$ cat config.mk
export PLATFORM = sky130hd
export DESIGN_NAME = pwmfp_guard
export DESIGN_NICKNAME = d
export VERILOG_FILES = /design/src/rtl/pwmfp_pkg.sv /design/src/rtl/pwmfp_qualifier.sv /design/src/rtl/pwmfp_recovery.sv /design/src/rtl/pwmfp_mapper.sv /design/src/rtl/pwmfp_guard.sv
export SDC_FILE = /design/constraint.sdc
export NUM_CORES = 1
export LEC_CHECK = 0
export ABC_AREA = 1
export BUFFER_PORTS_ARGS = -buffer_cell sky130_fd_sc_hd__buf_2
export CORE_AREA = 2 2 39 41
export CTS_CLUSTER_SIZE = 10
export DETAILED_ROUTE_END_ITERATION = 10
export DIE_AREA = 0 0 41 43
export GPL_TIMING_DRIVEN = 0
export PLACE_DENSITY = 0.7
export SLEW_MARGIN = 20
export SYNTH_ARGS = -nofsm -noshare
export SYNTH_HDL_FRONTEND = slang
export SYNTH_SLANG_ARGS = --single-unit
$ cat constraint.sdc
create_clock -name clk -period 0.8 [get_ports clk]
set_input_delay 0.08 -clock clk [delete_from_list [all_inputs] [get_ports clk]]
set_output_delay 0.08 -clock clk [all_outputs]
set_load 0.02 [all_outputs]
$ cat src/rtl/pwmfp_pkg.sv
package pwmfp_pkg;

  // qualifier state of one fault input
  typedef enum logic [1:0] {
    QS_NEED_LOW = 2'd0,   // not yet seen a low sample
    QS_ARMED    = 2'd1,   // low seen, waiting for first high
    QS_ONE_HIGH = 2'd2,   // one high sample taken
    QS_FAULT    = 2'd3    // qualified fault present
  } qual_state_e;

  // next qualifier state from the current state and the sampled level
  function automatic qual_state_e qual_next(input qual_state_e cur, input logic lvl);
    qual_state_e nxt;
    unique case (cur)
      QS_NEED_LOW: nxt = lvl ? QS_NEED_LOW : QS_ARMED;
      QS_ARMED:    nxt = lvl ? QS_ONE_HIGH : QS_ARMED;
      QS_ONE_HIGH: nxt = lvl ? QS_FAULT    : QS_ARMED;
      default:     nxt = lvl ? QS_FAULT    : QS_ARMED;
    endcase
    return nxt;
  endfunction

  // a new qualified fault is accepted on this edge
  function automatic logic qual_accept(input qual_state_e cur, input logic lvl);
    return (cur == QS_ONE_HIGH) && lvl;
  endfunction

  // condition under which a held shutdown may be released on this edge
  function automatic logic release_ok(input logic live_q, input logic flag_q,
                                      input logic auto_m, input logic period_go);
    return period_go && !live_q && (auto_m || !flag_q);
  endfunction

  // sticky flag next value: a set takes priority over a clear
  function automatic logic flag_next(input logic cur, input logic set, input logic clr);
    return set ? 1'b1 : (clr ? 1'b0 : cur);
  endfunction

endpackage

$ cat src/rtl/pwmfp_qualifier.sv
module pwmfp_qualifier
  import pwmfp_pkg::*;
(
  input  logic clk,
  input  logic rst_n,
  input  logic pin_lvl,
  input  logic force_quiet,
  output logic live,
  output logic accept
);

  qual_state_e state_q;
  logic        lvl_eff;

  // a port bit driven as output hides the pin from the qualifier
  assign lvl_eff = pin_lvl && !force_quiet;
  assign accept  = qual_accept(state_q, lvl_eff);
  assign live    = (state_q == QS_FAULT);

  always_ff @(posedge clk) begin
    if (!rst_n) state_q <= QS_NEED_LOW;
    else        state_q <= qual_next(state_q, lvl_eff);
  end

endmodule

$ cat src/rtl/pwmfp_recovery.sv
module pwmfp_recovery
  import pwmfp_pkg::*;
(
  input  logic clk,
  input  logic rst_n,
  input  logic accept,
  input  logic live,
  input  logic auto_m,
  input  logic clr,
  input  logic period_go,
  output logic flag,
  output logic hold
);

  logic flag_q, hold_q;
  logic drop;

  assign drop = hold_q && release_ok(live, flag_q, auto_m, period_go);

  always_ff @(posedge clk) begin
    if (!rst_n) begin
      flag_q <= 1'b0;
      hold_q <= 1'b0;
    end else begin
      flag_q <= flag_next(flag_q, accept, clr);
      if (accept)    hold_q <= 1'b1;
      else if (drop) hold_q <= 1'b0;
    end
  end

  assign flag = flag_q;
  assign hold = hold_q;

endmodule

$ cat src/rtl/pwmfp_mapper.sv
module pwmfp_mapper #(
  parameter int N_IN = 2,
  parameter int N_CH = 6
) (
  input  logic [N_IN-1:0]      hold_vec,
  input  logic [N_IN*N_CH-1:0] masks,
  output logic [N_CH-1:0]      disable_vec
);

  // channel c is off when any held input lists it in its mask
  for (genvar c = 0; c < N_CH; c++) begin : g_ch
    logic [N_IN-1:0] hits;
    for (genvar i = 0; i < N_IN; i++) begin : g_in
      assign hits[i] = hold_vec[i] && masks[i*N_CH + c];
    end
    assign disable_vec[c] = |hits;
  end

endmodule

$ cat src/rtl/pwmfp_guard.sv
module pwmfp_guard #(
  parameter int N_IN = 2,
  parameter int N_CH = 6
) (
  input  logic                 clk,
  input  logic                 rst_n,
  input  logic [N_IN-1:0]      fault_pin,
  input  logic [N_IN-1:0]      port_is_out,
  input  logic [N_IN-1:0]      auto_mode,
  input  logic [N_IN*N_CH-1:0] map_mask,
  input  logic [N_IN-1:0]      flag_clr,
  input  logic                 cycle_start,
  output logic [N_IN-1:0]      fault_live,
  output logic [N_IN-1:0]      fault_flag,
  output logic [N_CH-1:0]      pwm_disable
);

  // internal events brought out for the checker
  logic [N_IN-1:0] fault_set;
  logic [N_IN-1:0] hold_vec;

  for (genvar i = 0; i < N_IN; i++) begin : g_in
    pwmfp_qualifier u_qual (
      .clk         (clk),
      .rst_n       (rst_n),
      .pin_lvl     (fault_pin[i]),
      .force_quiet (port_is_out[i]),
      .live        (fault_live[i]),
      .accept      (fault_set[i])
    );

    pwmfp_recovery u_rec (
      .clk       (clk),
      .rst_n     (rst_n),
      .accept    (fault_set[i]),
      .live      (fault_live[i]),
      .auto_m    (auto_mode[i]),
      .clr       (flag_clr[i]),
      .period_go (cycle_start),
      .flag      (fault_flag[i]),
      .hold      (hold_vec[i])
    );
  end

  pwmfp_mapper #(.N_IN(N_IN), .N_CH(N_CH)) u_map (
    .hold_vec    (hold_vec),
    .masks       (map_mask),
    .disable_vec (pwm_disable)
  );

endmodule

# Word-level counts from Yosys, hierarchy flattened
# Cells that the tools add are included.
totals:
  out_inout_bits: 10
  word_cells: 70
  reg_bits: 8
classes:
  muxes: 16
  eq_ne: 6
  n_reduce_logical: 42
ops:
  columns: ["op", "n"]
  rows:
  - ["1-bit logical AND", 22]
  - ["2-bit OR reduction", 6]
  - ["1-bit two-way mux", 10]
  - ["2-bit equality test (second input constant)", 4]
  - ["2-bit two-way mux", 4]
  - ["2-bit case mux with 2 select lines", 2]
  - ["2-bit nonzero test", 4]
  - ["1-bit zero test", 6]
  - ["2-bit by 1-bit equality test with 1-bit output (second input constant)", 2]
  - ["2-bit zero test", 2]
  - ["1-bit logical OR", 2]

# Logic depth before layout (Yosys ltp)
logic_depth:
  depth_word: 7
  ltp_mapped: 5
  ltp_nobuf: 5

# Cells and area by module
# A second synthesis with hierarchy kept.
unflattened:
  cells_unflattened: 74
  hier_area_um2: 427.9
by_module_without_submodules:
  columns: ["mod", "area_each_um2", "cells_per_inst", "instances"]
  rows:
  - ["pwmfp_recovery", 91.3, 14, 2]
  - ["pwmfp_qualifier", 88.8, 14, 2]
  - ["pwmfp_mapper", 67.6, 18, 1]

# Worst setup path after synthesis
# Ideal clock, no wire load.
synth_timing:
  path_kind: "register to output"
  startpoint: "register g_in[1].u_rec.hold_q"
  endpoint: "output port pwm_disable[0]"
  path_stages_with_launch: 2
  path_slack_ps: 66
  t_arrival_ps: 654
  cell_sequence: "dfxtp_1 a22o_1"
synth_between:
  elab_chain_len: 2
synth_rtl:
  columns: ["element", "line", "rtl"]
  rows:
  - ["start, declared", "pwmfp_recovery.sv:15", "logic flag_q, hold_q;"]
  - ["start signal, assigned", "pwmfp_recovery.sv:23", "hold_q <= 1'b0;"]
  - ["start signal, assigned", "pwmfp_recovery.sv:26", "if (accept) hold_q <= 1'b1;"]
  - ["start signal, assigned", "pwmfp_recovery.sv:27", "else if (drop) hold_q <= 1'b0;"]
  - ["1-bit logical AND", "pwmfp_mapper.sv:14", "assign hits[i] = hold_vec[i] && masks[i*N_CH + c];"]
  - ["2-bit OR reduction", "pwmfp_mapper.sv:16", "assign disable_vec[c] = |hits;"]
  - ["end, declared", "pwmfp_guard.sv:15", "output logic [N_CH-1:0] pwm_disable"]
# Every way passes these cells.

# Worst setup path in the final report
layout_timing:
  startpoint: "register g_in[1].u_rec.hold_q"
  endpoint: "output port pwm_disable[4]"
# The elaborated chain is that of the path after synthesis.

==> qor.csv <==
metric;value;unit
skew;0.000270;ns
grt_max_degree;8;
grt_pass1_wl;1210;µm
violations;negative setup slack;
final_nets;119;
max_freq;0.963;GHz
hold_class;in -> reg;
vias;490;
cts_root_buffer;clkbuf_4;
leakagePower;0.000403;µW
synth_cell_types;11;
first_pass_iters;2;
drt-initial-drc-count;6;
crit_slowest_cell;dfxtp_4;
drt-total-wl;1000;µm
finalHoldViolCount;0;
yosysWarnings;0;
fill_cells;129;
synth_area_leader_cell;dfxtp_1;
synth_mux_area_share;0;%
tns;-1.67;ns
drc;0;
grtUsageTotal;10.8;%
cp.required;0.72;ns
period_needed;1.04;ns
end_kind;output pin;
synth-xor-area-share;0;%
path_cells;a22o_1 -> buf_6;
cts_tree;built;
viasPerCell;4.45;
ys_seq_area_share;39.4;%
synth-simple-area-share;18.5;%
yosysTopAreaCellShare;39.4;%
rsz0062_at_grt;true;
avgSynthCellArea;7.39;µm²
most-common-layout-cells;22 x buf_2, 14 x buf_6, 11 x inv_1;
p_per_area;1130;mW/mm²
cts_made_buffers;3;
hold_depth;4;
status;finished with violations;
startpoint_type;register;
h-tree-depth;1;
wl_per_cell;9.11;µm
die_h;43;µm
timing.reg2reg.setup_slack;-0.09;ns
insertion_delay;0.25;ns
slowest_delay;0.36;ns
min-delay-start;flag_clr[1];
path_max_fanout;7;
vdd_drop_max;0.622;mV
synth_top_family_by_area;compound AO/OA/AOI/OAI gates;
place_hpwl;731;µm
p_total;847;µW
hold_buffers;0;
timing.rr.end;g_in[1].u_rec.hold;
antenna_cells;0;
worst_slew_pin_slew;0.129;ns
portBuffers;32;
place_congestion;0.688;
place_ws;-0.0274;ns
syn_area;407;µm²
cts_buffer_depth;2;
fp.dieArea;0.00176;mm²
syn2layout_area_growth;83.7;%
grt_pass1_vias;369;
mostFrequentLayoutCell;buf_2;
cts_sinks;8;
clk_pin_slew;0.05;ns
timing_worst_setup_path_type;reg -> out;
die_x;41;µm
maxSlewHeadroom;91.4;%
postSynthCellCount;55;
cp.arrival;0.96;ns
synth_compound_area_share;22.8;%
io_pins;33;
rows;14;
drv_slew;0;
start_util;29.4;%
core;0.00138;mm²
drv_cap;0;
reg2reg_depth;6;
synth-seq-cells;8;
holdPathEnd;g_in[1].u_rec.flag;
drive_above_1_share;63.8;%
fin_crit_sh;130;%
r2r-start;g_in[1].u_qual.state_q[0];
synthAdderAreaFrac;0;%
antenna_left;0;
syn_nets;78;
grt_overflow;0;
antenna_found_initial;0;
finalSetupViolCount;11;
setup_slack;-0.239;ns
synth.area.top_cells;dfxtp_1 39%, a22o_1 13%, inv_1 12%;
cells in the mapped netlist:
cell type  instances
o21ai_0            4
a21oi_1            4
inv_1             13
dfxtp_1            8
nor2_2             2
nand3_1            2
nand2_1            8
buf_4              4
nor2_1             2
a22o_1             6
nand3b_1           2
worst max-delay path by stage:
stage                       start             end  slack (ns)  cells after the start
2_1_floorplan  g_in[1].u_rec.hold  pwm_disable[0]        0.07                      1
3_3_place_gp   g_in[1].u_rec.hold  pwm_disable[0]       -0.03                      2
3_5_place_dp   g_in[1].u_rec.hold  pwm_disable[0]       -0.03                      2
4_1_cts        g_in[1].u_rec.hold  pwm_disable[0]       -0.25                      2
5_1_grt        g_in[1].u_rec.hold  pwm_disable[4]       -0.27                      2
6_report       g_in[1].u_rec.hold  pwm_disable[4]       -0.24                      2
report_power, final:
group | internal, µW | total, µW | leakage [µW] | switching, µW
Clock | 171 | 303 | 0.0000138 | 131
Sequential | 409 | 417 | 0.0000688 | 8.86
Combinational | 73.8 | 127 | 0.000321 | 53.2
logic make-up (layout without fill, tap and decap cells):
group                  after synthesis  count (layout)
AO/OA/AOI/OAI                       14              14
AND/OR/NAND/NOR                     16              16
buffers and inverters               17              56
flip-flops                           8               8
metal layers:
layer / vias up / GRT usage (%) / wire [µm]
li1: 254 / - / -
met1: 208 / 9.12 / 339
met2: 26 / 17.2 / 519
met3: 2 / 3.14 / 134
met4: 0 / 12.0 / 8
met5: - / 0 / 0
what timing repair did:
item                                   in CTS  in global routing
pin swaps                                   2                  3
gates resized for setup                    21                 23
setup endpoints to repair                  10                 15
buffers inserted                            6                  2
gates cloned                                0                  0
endpoints found under the hold margin       0                  0
critical path: cells and delay by family, from the launching register on:
family,cells,cell delay (ns)
flip-flops,1,0.36
AO/OA/AOI/OAI,1,0.22
buffers and inverters,1,0.13
sequential cells by signal, indices dropped and copies added (netlist names):
register	flops
g_in.u_qual.state_q	4
g_in.u_rec.flag	2
g_in.u_rec.hold	2
metrics by stage:
step	hold slack (ns)	utilization [%]	area, µm²	instances
6_report	0.0727	54.0	747	110
5_1_grt	0.100	54.0	747	110
4_1_cts	0.0654	48.0	664	108
3_5_place_dp	0.344	42.4	587	103
3_3_place_gp	0.340	42.4	587	103
2_1_floorplan	0.204	-	407	55
cell type report:
class	instances	area, µm²	area share [%]
Sequential cell	8	173	23.1
Inverter	13	48.8	6.53
Multi-Input combinational cell	30	185	24.8
Timing Repair Buffer	40	298	39.9
Tap cell	16	20.0	2.68
Clock buffer	3	22.5	3.02
(Power assumes the default switching activity.)
